[src/rtl/cfgk_pkg.sv]
package cfgk_pkg;
  localparam logic [7:0] KEY_OPEN   = 8'h87;
  localparam logic [7:0] KEY_CLOSE  = 8'hAA;
  localparam logic [7:0] LOCKED_RD  = 8'hFF;

  localparam logic [7:0] REG_LDN     = 8'h07;
  localparam logic [7:0] REG_CHIP_HI = 8'h20;
  localparam logic [7:0] REG_CHIP_LO = 8'h21;
  localparam logic [7:0] REG_VEND_HI = 8'h23;
  localparam logic [7:0] REG_VEND_LO = 8'h24;
  localparam logic [7:0] BANK_FIRST  = 8'h30;
  localparam logic [7:0] REG_ENABLE  = 8'h30;
  localparam logic [7:0] REG_BASE_HI = 8'h60;
  localparam logic [7:0] REG_BASE_LO = 8'h61;
  localparam logic [7:0] REG_IRQ     = 8'h70;
  localparam logic [7:0] REG_CLASS   = 8'hF0;

  localparam int IRQ_W  = 4;
  localparam int BASE_W = 16;

  typedef enum logic [1:0] {
    KS_LOCKED = 2'd0,
    KS_ARMED  = 2'd1,
    KS_OPEN   = 2'd2
  } key_state_t;
endpackage

[src/rtl/cfgk_unlock.sv]
module cfgk_unlock
  import cfgk_pkg::*;
(
  input  logic       clk,
  input  logic       rst,
  input  logic       idx_wr,
  input  logic [7:0] wdata,
  output logic       cfg_open,
  output logic       idx_load
);
  key_state_t state_q, state_d;

  always_comb begin
    state_d = state_q;
    if (idx_wr) begin
      unique case (state_q)
        KS_LOCKED: state_d = (wdata == KEY_OPEN)  ? KS_ARMED  : KS_LOCKED;
        KS_ARMED:  state_d = (wdata == KEY_OPEN)  ? KS_OPEN   : KS_LOCKED;
        KS_OPEN:   state_d = (wdata == KEY_CLOSE) ? KS_LOCKED : KS_OPEN;
        default:   state_d = KS_LOCKED;
      endcase
    end
  end

  always_ff @(posedge clk) begin
    if (rst) state_q <= KS_LOCKED;
    else     state_q <= state_d;
  end

  assign cfg_open = (state_q == KS_OPEN);
  assign idx_load = cfg_open && idx_wr && (wdata != KEY_CLOSE);

  // opening must be caused by an opening key write in the cycle before
  assert_open_after_key_R2: assert property (@(posedge clk) disable iff (rst)
    $rose(cfg_open) |-> $past(idx_wr && wdata == KEY_OPEN));
endmodule

[src/rtl/cfgk_bank.sv]
module cfgk_bank
  import cfgk_pkg::*;
#(
  parameter bit         HAS_CLASS  = 1'b0,
  parameter logic [7:0] CLASS_CODE = 8'h33
) (
  input  logic              clk,
  input  logic              rst,
  input  logic              wr_en,
  input  logic [7:0]        reg_idx,
  input  logic [7:0]        wdata,
  output logic              en,
  output logic [BASE_W-1:0] base,
  output logic [IRQ_W-1:0]  irq,
  output logic [7:0]        rd_data
);
  logic [7:0] class_val;

  generate
    if (HAS_CLASS) begin : g_class
      assign class_val = CLASS_CODE;
    end else begin : g_noclass
      assign class_val = 8'h00;
    end
  endgenerate

  always_ff @(posedge clk) begin
    if (rst) begin
      en   <= 1'b0;
      base <= '0;
      irq  <= '0;
    end else if (wr_en) begin
      unique case (reg_idx)
        REG_ENABLE:  en          <= wdata[0];
        REG_BASE_HI: base[15:8]  <= wdata;
        REG_BASE_LO: base[7:0]   <= wdata;
        REG_IRQ:     irq         <= wdata[IRQ_W-1:0];
        default: ;
      endcase
    end
  end

  always_comb begin
    unique case (reg_idx)
      REG_ENABLE:  rd_data = {7'b0, en};
      REG_BASE_HI: rd_data = base[15:8];
      REG_BASE_LO: rd_data = base[7:0];
      REG_IRQ:     rd_data = {{(8-IRQ_W){1'b0}}, irq};
      REG_CLASS:   rd_data = class_val;
      default:     rd_data = 8'h00;
    endcase
  end

  // bank state only moves when this bank is written
  assert_bank_hold_R8: assert property (@(posedge clk) disable iff (rst)
    !wr_en |=> ($stable(en) && $stable(base) && $stable(irq)));
endmodule

[src/rtl/cfgk_space.sv]
module cfgk_space
  import cfgk_pkg::*;
#(
  parameter int          NUM_DEV    = 8,
  parameter int          LDN_IR     = 5,
  parameter logic [15:0] CHIP_ID    = 16'h0408,
  parameter logic [15:0] VENDOR_ID  = 16'h1934,
  parameter logic [7:0]  IR_CLASS   = 8'h33
) (
  input  logic                      clk,
  input  logic                      rst,
  input  logic                      io_valid,
  input  logic                      io_write,
  input  logic                      io_port,
  input  logic [7:0]                io_wdata,
  output logic                      io_rvalid,
  output logic [7:0]                io_rdata,
  output logic                      cfg_open,
  output logic [NUM_DEV-1:0]        dev_enable,
  output logic [NUM_DEV*BASE_W-1:0] dev_base,
  output logic [NUM_DEV*IRQ_W-1:0]  dev_irq
);
  localparam int DEV_W = (NUM_DEV > 1) ? $clog2(NUM_DEV) : 1;

  logic       idx_wr, dat_wr, any_rd, idx_load;
  logic [7:0] index_q, ldn_q, rd_mux;
  logic       in_bank, ldn_hit;
  logic [7:0] bank_rd [NUM_DEV];

  assign idx_wr = io_valid && io_write && !io_port;
  assign dat_wr = io_valid && io_write && io_port && cfg_open;
  assign any_rd = io_valid && !io_write;

  cfgk_unlock u_unlock (
    .clk      (clk),
    .rst      (rst),
    .idx_wr   (idx_wr),
    .wdata    (io_wdata),
    .cfg_open (cfg_open),
    .idx_load (idx_load)
  );

  always_ff @(posedge clk) begin
    if (rst) begin
      index_q <= 8'h00;
      ldn_q   <= 8'h00;
    end else begin
      if (idx_load) index_q <= io_wdata;
      if (dat_wr && index_q == REG_LDN) ldn_q <= io_wdata;
    end
  end

  assign in_bank = (index_q >= BANK_FIRST);
  assign ldn_hit = (32'(ldn_q) < NUM_DEV);

  generate
    for (genvar d = 0; d < NUM_DEV; d++) begin : g_dev
      cfgk_bank #(
        .HAS_CLASS  (d == LDN_IR),
        .CLASS_CODE (IR_CLASS)
      ) u_bank (
        .clk     (clk),
        .rst     (rst),
        .wr_en   (dat_wr && in_bank && (ldn_q == 8'(d))),
        .reg_idx (index_q),
        .wdata   (io_wdata),
        .en      (dev_enable[d]),
        .base    (dev_base[d*BASE_W +: BASE_W]),
        .irq     (dev_irq[d*IRQ_W +: IRQ_W]),
        .rd_data (bank_rd[d])
      );
    end
  endgenerate

  always_comb begin
    rd_mux = 8'h00;
    if (!cfg_open) begin
      rd_mux = LOCKED_RD;
    end else if (!io_port) begin
      rd_mux = index_q;
    end else begin
      unique case (index_q)
        REG_LDN:     rd_mux = ldn_q;
        REG_CHIP_HI: rd_mux = CHIP_ID[15:8];
        REG_CHIP_LO: rd_mux = CHIP_ID[7:0];
        REG_VEND_HI: rd_mux = VENDOR_ID[15:8];
        REG_VEND_LO: rd_mux = VENDOR_ID[7:0];
        default:
          if (in_bank && ldn_hit) rd_mux = bank_rd[ldn_q[DEV_W-1:0]];
      endcase
    end
  end

  always_ff @(posedge clk) begin
    if (rst) begin
      io_rvalid <= 1'b0;
      io_rdata  <= 8'h00;
    end else begin
      io_rvalid <= any_rd;
      if (any_rd) io_rdata <= rd_mux;
    end
  end

  // one data-valid pulse per read, none otherwise
  assert_rvalid_per_read_R5: assert property (@(posedge clk) disable iff (rst)
    any_rd |=> io_rvalid);
  assert_rvalid_quiet_R5: assert property (@(posedge clk) disable iff (rst)
    !any_rd |=> !io_rvalid);
  // locked reads return all ones
  assert_locked_read_ff_R4: assert property (@(posedge clk) disable iff (rst)
    (any_rd && !cfg_open) |=> (io_rdata == LOCKED_RD));
  // locked writes leave configuration untouched
  assert_locked_write_ignored_R4: assert property (@(posedge clk) disable iff (rst)
    (!cfg_open && io_valid && io_write && io_port) |=>
      ($stable(ldn_q) && $stable(dev_enable) && $stable(dev_base) && $stable(dev_irq)));
  // closing key locks the space
  assert_close_key_R3: assert property (@(posedge clk) disable iff (rst)
    (cfg_open && idx_wr && io_wdata == KEY_CLOSE) |=> (!cfg_open && $stable(index_q)));
endmodule

[config.mk]
export PLATFORM = sky130hd
export DESIGN_NAME = cfgk_space
export DESIGN_NICKNAME = d
export VERILOG_FILES = /design/src/rtl/cfgk_pkg.sv /design/src/rtl/cfgk_unlock.sv /design/src/rtl/cfgk_bank.sv /design/src/rtl/cfgk_space.sv
export SDC_FILE = /design/constraint.sdc
export NUM_CORES = 1
export LEC_CHECK = 0
export BUFFER_PORTS_ARGS = -buffer_cell sky130_fd_sc_hd__buf_4
export CORE_ASPECT_RATIO = 1.1
export CORE_MARGIN = 1.5
export CORE_UTILIZATION = 50
export DETAILED_ROUTE_END_ITERATION = 6
export GPL_TIMING_DRIVEN = 0
export PLACE_DENSITY = 0.76
export SYNTH_ARGS = -nofsm -noshare
export SYNTH_HDL_FRONTEND = slang
export SYNTH_HIERARCHICAL = 1
export SYNTH_SLANG_ARGS = --single-unit
[constraint.sdc]
create_clock -name clk -period 3.7 [get_ports clk]
set_clock_uncertainty 0.1 [all_clocks]
set_input_delay 0.185 -clock clk [delete_from_list [all_inputs] [get_ports clk]]
set_output_delay 0.185 -clock clk [all_outputs]
set_load 0.02 [all_outputs]
==> results of run 1 <==
repair_timing:
| action | CTS | global route |
|---|---|---|
| setup endpoints to repair | 38 | 36 |
| pin swaps | 0 | 0 |
| gates resized for setup | 3 | 5 |
| hold buffers | 0 | 0 |
cells by family (layout without fill, tap and decap cells):
kind of cell	Yosys count	in the layout	synth area share (%)
AND/OR/NAND/NOR	449	449	28.9
multiplexers	230	230	23.7
flip-flops	195	195	36.8
AO/OA/AOI/OAI	90	90	6.98
buffers and inverters	74	297	3.63
metal layers:
| layer | share of wire [%] | track usage [%] |
|---|---|---|
| met1 | 44 | 39.8 |
| met4 | 1.8 | 7.71 |
| met2 | 47 | 47.2 |
| met5 | 0 | 0 |
| met3 | 7.7 | 5.25 |
per-stage QoR:
stage	instance area [um2]	setup WS [ns]	instances
6_report	13100	0.252	1546
5_1_grt	13100	0.0137	1546
4_1_cts	13100	0.0136	1546
3_5_place_dp	12400	-0.0909	1514
3_3_place_gp	12400	-0.731	1513
2_1_floorplan	10600	0.141	1038
worst max-delay path, delay by kind of cell, from the launching register on:
kind / cells / cell delay [ns]
compound gates: 1 / 0.19
flops: 1 / 0.80
mux: 1 / 0.26
simple gates: 4 / 2.00
how the worst max path moves through the flow:
stage,start,to,slack [ns],cells past startpoint
floorplan,index_q[0],io_rdata[3],0.14,9
global placement,index_q[0],io_rdata[3],-0.73,9
detailed placement,index_q[5],g_dev[4].u_bank/base[4],-0.09,6
CTS,index_q[1],io_rdata[1],0.01,8
global route,index_q[5],g_dev[4].u_bank/base[2],0.01,6
finish,index_q[5],g_dev[4].u_bank/base[4],0.25,6
synth_stat cells, types with 8 or more instances:
cell / instances
a221o_1: 21
a22o_1: 28
and3_2: 28
and3b_1: 8
buf_2: 11
buf_6: 9
clkbuf_1: 40
dfxtp_1: 195
mux2_2: 14
mux2i_1: 200
mux4_2: 16
nand2_1: 53
nand2b_1: 207
nand3_1: 9
nand4b_1: 9
nor2_1: 30
nor3_1: 11
nor3_2: 9
nor4_4: 9
o22ai_1: 15
flip-flops by register name, indices dropped and copies added, names as in the netlist:
signal,count
g_dev.u_bank/irq,32
index_q,8
io_rvalid,1
g_dev.u_bank/base,128
g_dev.u_bank/en,8
io_rdata,8
u_unlock/state_q,2
ldn_q,8
where the power goes:
part | switching [mW] | internal (mW) | total [mW]
clock | 0.829 | 1.16 | 1.98
sequential | 0.00491 | 2.10 | 2.11
combinational | 0.123 | 0.0732 | 0.196
final cells by class:
| cell class | count | share of cell area (%) |
|---|---|---|
| buffer | 69 | 2.81 |
| clock buffer | 20 | 3.42 |
| clock inverter | 12 | 1.36 |
| inverter | 5 | 0.144 |
| multi-input combinational | 769 | 48.5 |
| sequential | 195 | 30.0 |
| tap | 285 | 2.73 |
| timing repair buffer | 191 | 11.1 |
==> impl_metrics.env, run 1 <==
export IMPL_setup_viol=0
export IMPL_synth_seq_area_share_pct=36.8
export IMPL_whs_path_depth=2
export IMPL_final_core_util_pct=63.1
export IMPL_cp_required_ns=3.96
export IMPL_core_um2=20700
export IMPL_grt_overflow=0
export IMPL_syn_avg_cell_area_um2=10.2
export IMPL_rsz0062_at_grt="false"
export IMPL_r2r_start="index_q[5]"
export IMPL_fin_crit_ns=3.45
export IMPL_cts_setup_buffers=0
export IMPL_antennaDiodeCount=0
export IMPL_finalCritPeriodShare_pct=93.2
export IMPL_routed_via_count=9035
export IMPL_cp_cell_sequence="a211oi_1 -> nor3_2 -> nand3_1 -> nor3_1 -> nand4_2 -> mux2i_1"
export IMPL_core_rowCount=55
export IMPL_most_common_layout_cells="nand2b_1, mux2i_1, buf_4, dfxtp_1, nand2_1"
export IMPL_grt_pass1_vias=8552
export IMPL_r2r_slack_ns=0.25
export IMPL_hold_violations=0
export IMPL_antenna_left=0
export IMPL_final_common_cell="nand2b_1"
export IMPL_synth_top_flop_cell="dfxtp_1"
export IMPL_syn_area_um2=10600
export IMPL_power_mw=4.29
export IMPL_ff2ff_path_depth=6
export IMPL_synth_edf_count=0
export IMPL_synth_largest_area_cell="dfxtp_1"
export IMPL_post_route_drc_count=0
export IMPL_cts_max_path_buffers=2
export IMPL_reg2reg_to="g_dev[4].u_bank/base[4]"
export IMPL_hold_class="input port to flop"
export IMPL_synthArstFlopShare_pct=0
export IMPL_ir_worst_vdd_uv=315
export IMPL_syn_inst=1038
export IMPL_gp_congestion=0.919
export IMPL_critPathMaxStageDelay_ns=0.80
export IMPL_cts_clk_slew_worst_paths_ns=0.07
export IMPL_synth_cell_types=55
export IMPL_slowest_stage="dfxtp_2"
export IMPL_cts_root_buf="clkbuf_16"
export IMPL_ys_ff_latch=195
export IMPL_wirelength_mm=32.7
export IMPL_max_freq_mhz=290
export IMPL_gr_usage_all_layers_pct=29.1
export IMPL_crit_type="flop to flop"
export IMPL_multi_input_area_um2=6330
export IMPL_cts_tree="built"
export IMPL_min_delay_start="rst"
export IMPL_area_growth_syn_to_layout_pct=23.0
export IMPL_die_w_um=142
export IMPL_h_tree_depth=4
export IMPL_grt_pass1_wl_mm=49.2
export IMPL_yosys_area_top_type_share_pct=36.8
export IMPL_start_kind="flop"
export IMPL_slew_violations=0
export IMPL_cts_sinks=195
export IMPL_antenna_found_initial=0
export IMPL_cp_arrival_ns=3.71
export IMPL_io_buffers=190
export IMPL_status="finished, final reports clean"
export IMPL_worst_hold_slack_ns=0.0464
export IMPL_grt_max_degree=41
export IMPL_fin_nets=1261
export IMPL_pin_count=191
export IMPL_viasPerCell=5.84
export IMPL_synthTopCellsByArea="dfxtp_1, mux2i_1, nand2b_1, mux4_2, a22o_1"
export IMPL_drt_iter0_markers=681
export IMPL_initial_utilization_pct=51.3
export IMPL_fillerInstances=1766
export IMPL_avgRoutedWirePerCell_um=21.2
export IMPL_whs_endpoint="u_unlock/state_q[0]"
export IMPL_die_y_um=156
export IMPL_cp_end_kind="flop"
export IMPL_syn_nets=1051
export IMPL_p_leak_nw=5.64
export IMPL_maxCapViolCount=0
export IMPL_fin_setup_tns_ns=0
export IMPL_slew_headroom_pct=40.7
export IMPL_die_area_um2=22100
export IMPL_seq_area_um2=3920
export IMPL_dpl_hpwl_mm=22.7
export IMPL_powerDensity_nw_per_um2=328
export IMPL_drive_gt1_share_pct=29.1
export IMPL_yosys_warnings=6
export IMPL_insertion_delay_ns=0.43
export IMPL_critPathMaxFanout=32
export IMPL_cts_inserted_buffers=17
export IMPL_tightest_slew_ns=0.883
export IMPL_first_pass_iters=5
Power figures use the tool's default switching activity.
==> inputs of run 2 (changes only) <==
Settings changed: GPL_TIMING_DRIVEN 0 to unset.
==> run 2 against run 1 <==
Compared with the run above: final cell count shrank 3.0%; sequential share of layout area grew 0.57 points; highest routed layer unchanged; global-route usage shrank 2.1 points; clock power shrank 12%; sequential power is essentially flat; maximum frequency grew 5.5%; die area is the same; combinational power shrank 10%; sequential cell count is the same.
==> impl_metrics.env, run 2 (same netlist as run 1, synthesis figures left out) <==
export IMPL_regMostFlops="g_dev.u_bank/base"
export IMPL_routed_via_count=8636
export IMPL_wirelength_mm=30.3
export IMPL_cp_arrival_ns=3.47
export IMPL_drive_gt1_share_pct=29.0
export IMPL_area_growth_syn_to_layout_pct=20.4
export IMPL_drt_iter0_markers=772
export IMPL_cts_sinks=195
export IMPL_start_kind="flop"
export IMPL_core_rowCount=55
export IMPL_cp_end_kind="flop"
export IMPL_first_pass_iters=5
export IMPL_ff2ff_path_depth=8
export IMPL_most_common_layout_cells="buf_4, nand2b_1, mux2i_1, dfxtp_1, nand2_1"
export IMPL_initial_utilization_pct=51.3
export IMPL_grt_overflow=0
export IMPL_tightest_slew_ns=1.10
export IMPL_pin_count=191
export IMPL_cts_resized=0
export IMPL_grt_pass1_wl_mm=45.7
export IMPL_ir_worst_vdd_uv=323
export IMPL_status="finished, final reports clean"
export IMPL_fin_nets=1215
export IMPL_gr_usage_all_layers_pct=27.0
export IMPL_setup_viol=0
export IMPL_h_tree_depth=4
export IMPL_fin_setup_tns_ns=0
export IMPL_antenna_left=0
export IMPL_dpl_cell_area_um2=12200
export IMPL_final_area_um2=12800
export IMPL_die_w_um=142
export IMPL_cts_clk_slew_worst_paths_ns=0.07
export IMPL_cp_required_ns=3.91
export IMPL_final_core_util_pct=61.7
export IMPL_rsz0062_at_grt="false"
export IMPL_io_buffers=190
export IMPL_post_route_drc_count=0
export IMPL_die_area_um2=22100
export IMPL_fin_cells=1499
export IMPL_setup_ws_ns=0.432
export IMPL_p_leak_nw=5.50
export IMPL_hold_violations=0
export IMPL_cts_max_path_buffers=2
export IMPL_antenna_found_initial=0
export IMPL_worst_hold_slack_ns=0.0504
export IMPL_viasPerCell=5.76
export IMPL_final_common_cell="buf_4"
export IMPL_slew_headroom_pct=26.3
export IMPL_maxCapViolCount=0
export IMPL_finalCritPeriodShare_pct=88.3
export IMPL_cp_endpoint="io_rdata[4]"
export IMPL_dpl_hpwl_mm=21.7
export IMPL_power_mw=4.03
export IMPL_max_freq_mhz=306
export IMPL_fin_crit_ns=3.27
export IMPL_cts_root_buf="clkbuf_16"
export IMPL_r2r_slack_ns=0.43
export IMPL_gp_congestion=0.954
export IMPL_top_regs="g_dev.u_bank/base (128), g_dev.u_bank/irq (32)"
export IMPL_grt_max_degree=166
export IMPL_reg2reg_to="io_rdata[4]"
export IMPL_crit_path_start="index_q[0]"
export IMPL_die_y_um=156
export IMPL_cts_hold_buf=0
export IMPL_critPathMaxFanout=28
export IMPL_crit_type="flop to flop"
export IMPL_cts_setup_buffers=0
export IMPL_place_ws_ns=0.508
export IMPL_largest_reg_flops=128
export IMPL_hold_class="input port to flop"
export IMPL_slew_violations=0
export IMPL_antennaDiodeCount=0
export IMPL_insertion_delay_ns=0.44
export IMPL_core_um2=20700
export IMPL_grt_pass1_vias=7874
export IMPL_powerDensity_nw_per_um2=315
export IMPL_r2r_start="index_q[0]"
export IMPL_cts_inserted_buffers=17
export IMPL_avgRoutedWirePerCell_um=20.2
export IMPL_placedCellCount=1468
export IMPL_cts_tree="built"
==> run 2: power breakdown <==
| group | internal [mW] | switching [mW] | total, mW |
|---|---|---|---|
| registers | 2.10 | 0.00586 | 2.11 |
| clock network | 0.933 | 0.814 | 1.75 |
| logic | 0.0696 | 0.107 | 0.176 |
==> run 2: critical path, cell delays in order (launching register included) <==
cell and delay (ns):
dfxtp_2 0.91, buf_4 0.40, mux2_2 0.38, nand2_1 0.07
a21oi_1 0.06, mux4_2 0.49, mux2_2 0.28, a221oi_1 0.35
nor3_1 0.09
==> run 2: cell type report <==
cell class | count | area, um2
fill | 1771 | 7930
multi-input combinational | 769 | 6330
sequential | 195 | 3910
timing repair buffer | 214 | 1630
clock buffer | 25 | 495
tap | 285 | 357
clock inverter | 6 | 47.5
inverter | 5 | 18.8
==> run 2: how the worst min path moves through the flow <==
| stage | from | endpoint | slack [ns] | depth (start not counted) |
|---|---|---|---|---|
| 6_report | io_wdata[7] | g_dev[5].u_bank/base[15] | 0.05 | 3 |
| 5_1_grt | io_wdata[7] | g_dev[5].u_bank/base[15] | 0.05 | 3 |
| 4_1_cts | io_wdata[7] | g_dev[5].u_bank/base[15] | 0.03 | 3 |
| 3_5_place_dp | g_dev[5].u_bank/base[2] | g_dev[5].u_bank/base[2] | 0.39 | 2 |
| 3_3_place_gp | g_dev[4].u_bank/en | g_dev[4].u_bank/en | 0.38 | 2 |
| 2_1_floorplan | rst | u_unlock/state_q[0] | 0.15 | 1 |
==> run 2: layer usage <==
layer | vias up | track usage (%) | routed length (um)
li1 | 4110 | - | -
met3 | 38 | 3.38 | 1720
met4 | 0 | 8.89 | 647
met5 | - | 0 | 0
met2 | 330 | 42.1 | 13900
met1 | 4158 | 38.5 | 14000
==> inputs of run 3 (changes only) <==
Settings changed: ABC_CLOCK_PERIOD_IN_PS set to 3700, CELL_PAD_IN_SITES_DETAIL_PLACEMENT set to 2, CELL_PAD_IN_SITES_GLOBAL_PLACEMENT set to 2, CORE_UTILIZATION 50 to 32, PLACE_DENSITY 0.76 to unset, PLACE_DENSITY_LB_ADDON set to 0.1.
==> run 3 against run 2 <==
Compared with the run above: sequential cell count did not move; highest routed layer unchanged; clock power up 11%; sequential share of layout area down 0.58 points; largest power group unchanged; core utilization shrank 22 points; clock-buffer cell count fell by 5; hold slack better by 0.023 ns.
==> impl_metrics.env, run 3 (same netlist as run 1, synthesis figures left out) <==
export IMPL_status="finished, final reports clean"
export IMPL_cp_arrival_ns=3.40
export IMPL_fin_setup_tns_ns=0
export IMPL_cts_max_path_buffers=2
export IMPL_critPathMaxFanout=20
export IMPL_cp_end_kind="flop"
export IMPL_setup_ws_ns=0.520
export IMPL_ir_worst_vdd_uv=268
export IMPL_reg2reg_to="io_rdata[1]"
export IMPL_hold_class="input port to flop"
export IMPL_cts_tree="built"
export IMPL_grt_max_degree=102
export IMPL_cts_inserted_buffers=17
export IMPL_place_ws_ns=0.523
export IMPL_core_rowCount=69
export IMPL_start_kind="flop"
export IMPL_largest_reg_flops=128
export IMPL_top_regs="g_dev.u_bank/base (128), g_dev.u_bank/irq (32)"
export IMPL_ff2ff_path_depth=7
export IMPL_wirelength_mm=39.1
export IMPL_dpl_hpwl_mm=28.9
export IMPL_antennaDiodeCount=0
export IMPL_rsz0062_at_grt="false"
export IMPL_antenna_left=0
export IMPL_first_pass_iters=4
export IMPL_pin_count=191
export IMPL_fin_crit_ns=3.18
export IMPL_maxCapViolCount=0
export IMPL_die_area_um2=34300
export IMPL_gr_usage_all_layers_pct=22.8
export IMPL_grt_pass1_wl_mm=59.0
export IMPL_post_route_drc_count=0
export IMPL_die_y_um=194
export IMPL_whs_endpoint="g_dev[5].u_bank/base[15]"
export IMPL_whs_path_depth=3
export IMPL_max_freq_mhz=314
export IMPL_h_tree_depth=4
export IMPL_cts_clk_slew_worst_paths_ns=0.07
export IMPL_grt_overflow=0
export IMPL_worst_hold_slack_ns=0.0734
export IMPL_grt_pass1_vias=9117
export IMPL_multi_input_area_um2=6330
export IMPL_setup_viol=0
export IMPL_regMostFlops="g_dev.u_bank/base"
export IMPL_most_common_layout_cells="buf_4, nand2b_1, mux2i_1, dfxtp_1, nand2_1"
export IMPL_avgRoutedWirePerCell_um=23.8
export IMPL_cts_hold_buf=0
export IMPL_seq_area_um2=3910
export IMPL_insertion_delay_ns=0.45
export IMPL_crit_type="flop to flop"
export IMPL_io_buffers=190
export IMPL_initial_utilization_pct=32.7
export IMPL_area_growth_syn_to_layout_pct=22.8
export IMPL_viasPerCell=5.32
export IMPL_slew_violations=0
export IMPL_core_um2=32500
export IMPL_r2r_slack_ns=0.52
export IMPL_fin_nets=1220
export IMPL_cts_root_buf="clkbuf_16"
export IMPL_final_area_um2=13000
export IMPL_power_mw=4.24
export IMPL_min_delay_start="io_wdata[7]"
export IMPL_cts_setup_buffers=0
export IMPL_fillerInstances=3587
export IMPL_r2r_start="index_q[7]"
export IMPL_dpl_cell_area_um2=12500
export IMPL_tightest_slew_ns=1.09
export IMPL_hold_violations=0
export IMPL_antenna_found_initial=0
export IMPL_cts_sinks=195
export IMPL_cts_resized=0
export IMPL_p_leak_nw=5.56
export IMPL_slew_headroom_pct=27.4
export IMPL_routed_via_count=8748
export IMPL_gp_congestion=0.797
export IMPL_finalCritPeriodShare_pct=85.9
export IMPL_drive_gt1_share_pct=29.5
export IMPL_powerDensity_nw_per_um2=325
export IMPL_drt_iter0_markers=490
export IMPL_cp_required_ns=3.92
export IMPL_die_w_um=177
export IMPL_final_common_cell="buf_4"
[run 3: area by class of cell]
| cell class | instances | share of cell area [%] |
|---|---|---|
| flip-flops and latches | 195 | 30.0 |
| clock buffers | 20 | 3.43 |
| well taps | 426 | 4.09 |
| multi-input cells | 769 | 48.6 |
| repair buffers | 219 | 12.8 |
| inverters | 5 | 0.144 |
| clock inverters | 10 | 1.03 |
[run 3: metrics by stage]
step | util [%] | std cells
2_1_floorplan | - | 1038
3_3_place_gp | 38.4 | 1614
3_5_place_dp | 38.4 | 1614
4_1_cts | 40.2 | 1644
5_1_grt | 40.2 | 1644
6_report | 40.2 | 1644
[run 3: where the power goes]
group / switching (mW) / internal [mW]
combinational: 0.119 / 0.0715
clock: 0.866 / 1.07
sequential: 0.00718 / 2.10
total: 0.991 / 3.25
[run 3: worst max-delay path, cell delays in order, from the launching register on]
cell      delay [ns]
dfxtp_1         0.78
and4bb_4        0.36
and2_0          0.25
a221o_1         0.44
mux4_2          0.51
mux2_2          0.28
a221oi_1        0.24
nor3_1          0.08
[run 3: per-layer routing]
layer | GRT usage, % | part of all wire [%] | vias up
met4 | 5.15 | 1.3 | 0
met2 | 36.6 | 46 | 167
met1 | 32.4 | 49 | 4445
met3 | 3.02 | 3.3 | 28
met5 | 0 | 0 | -
li1 | - | - | 4108
[run 3: worst max-delay path by stage]
stage                    start                 endpoint  slack [ns]  cells past startpoint
finish              index_q[7]              io_rdata[1]        0.52                      7
global placement    index_q[7]              io_rdata[1]        0.59                      7
detailed placement  index_q[7]              io_rdata[3]        0.52                      7
global route        index_q[5]  g_dev[5].u_bank/base[9]        0.32                      8
CTS                 index_q[7]              io_rdata[3]        0.50                      7
floorplan           index_q[0]              io_rdata[3]        0.14                      9
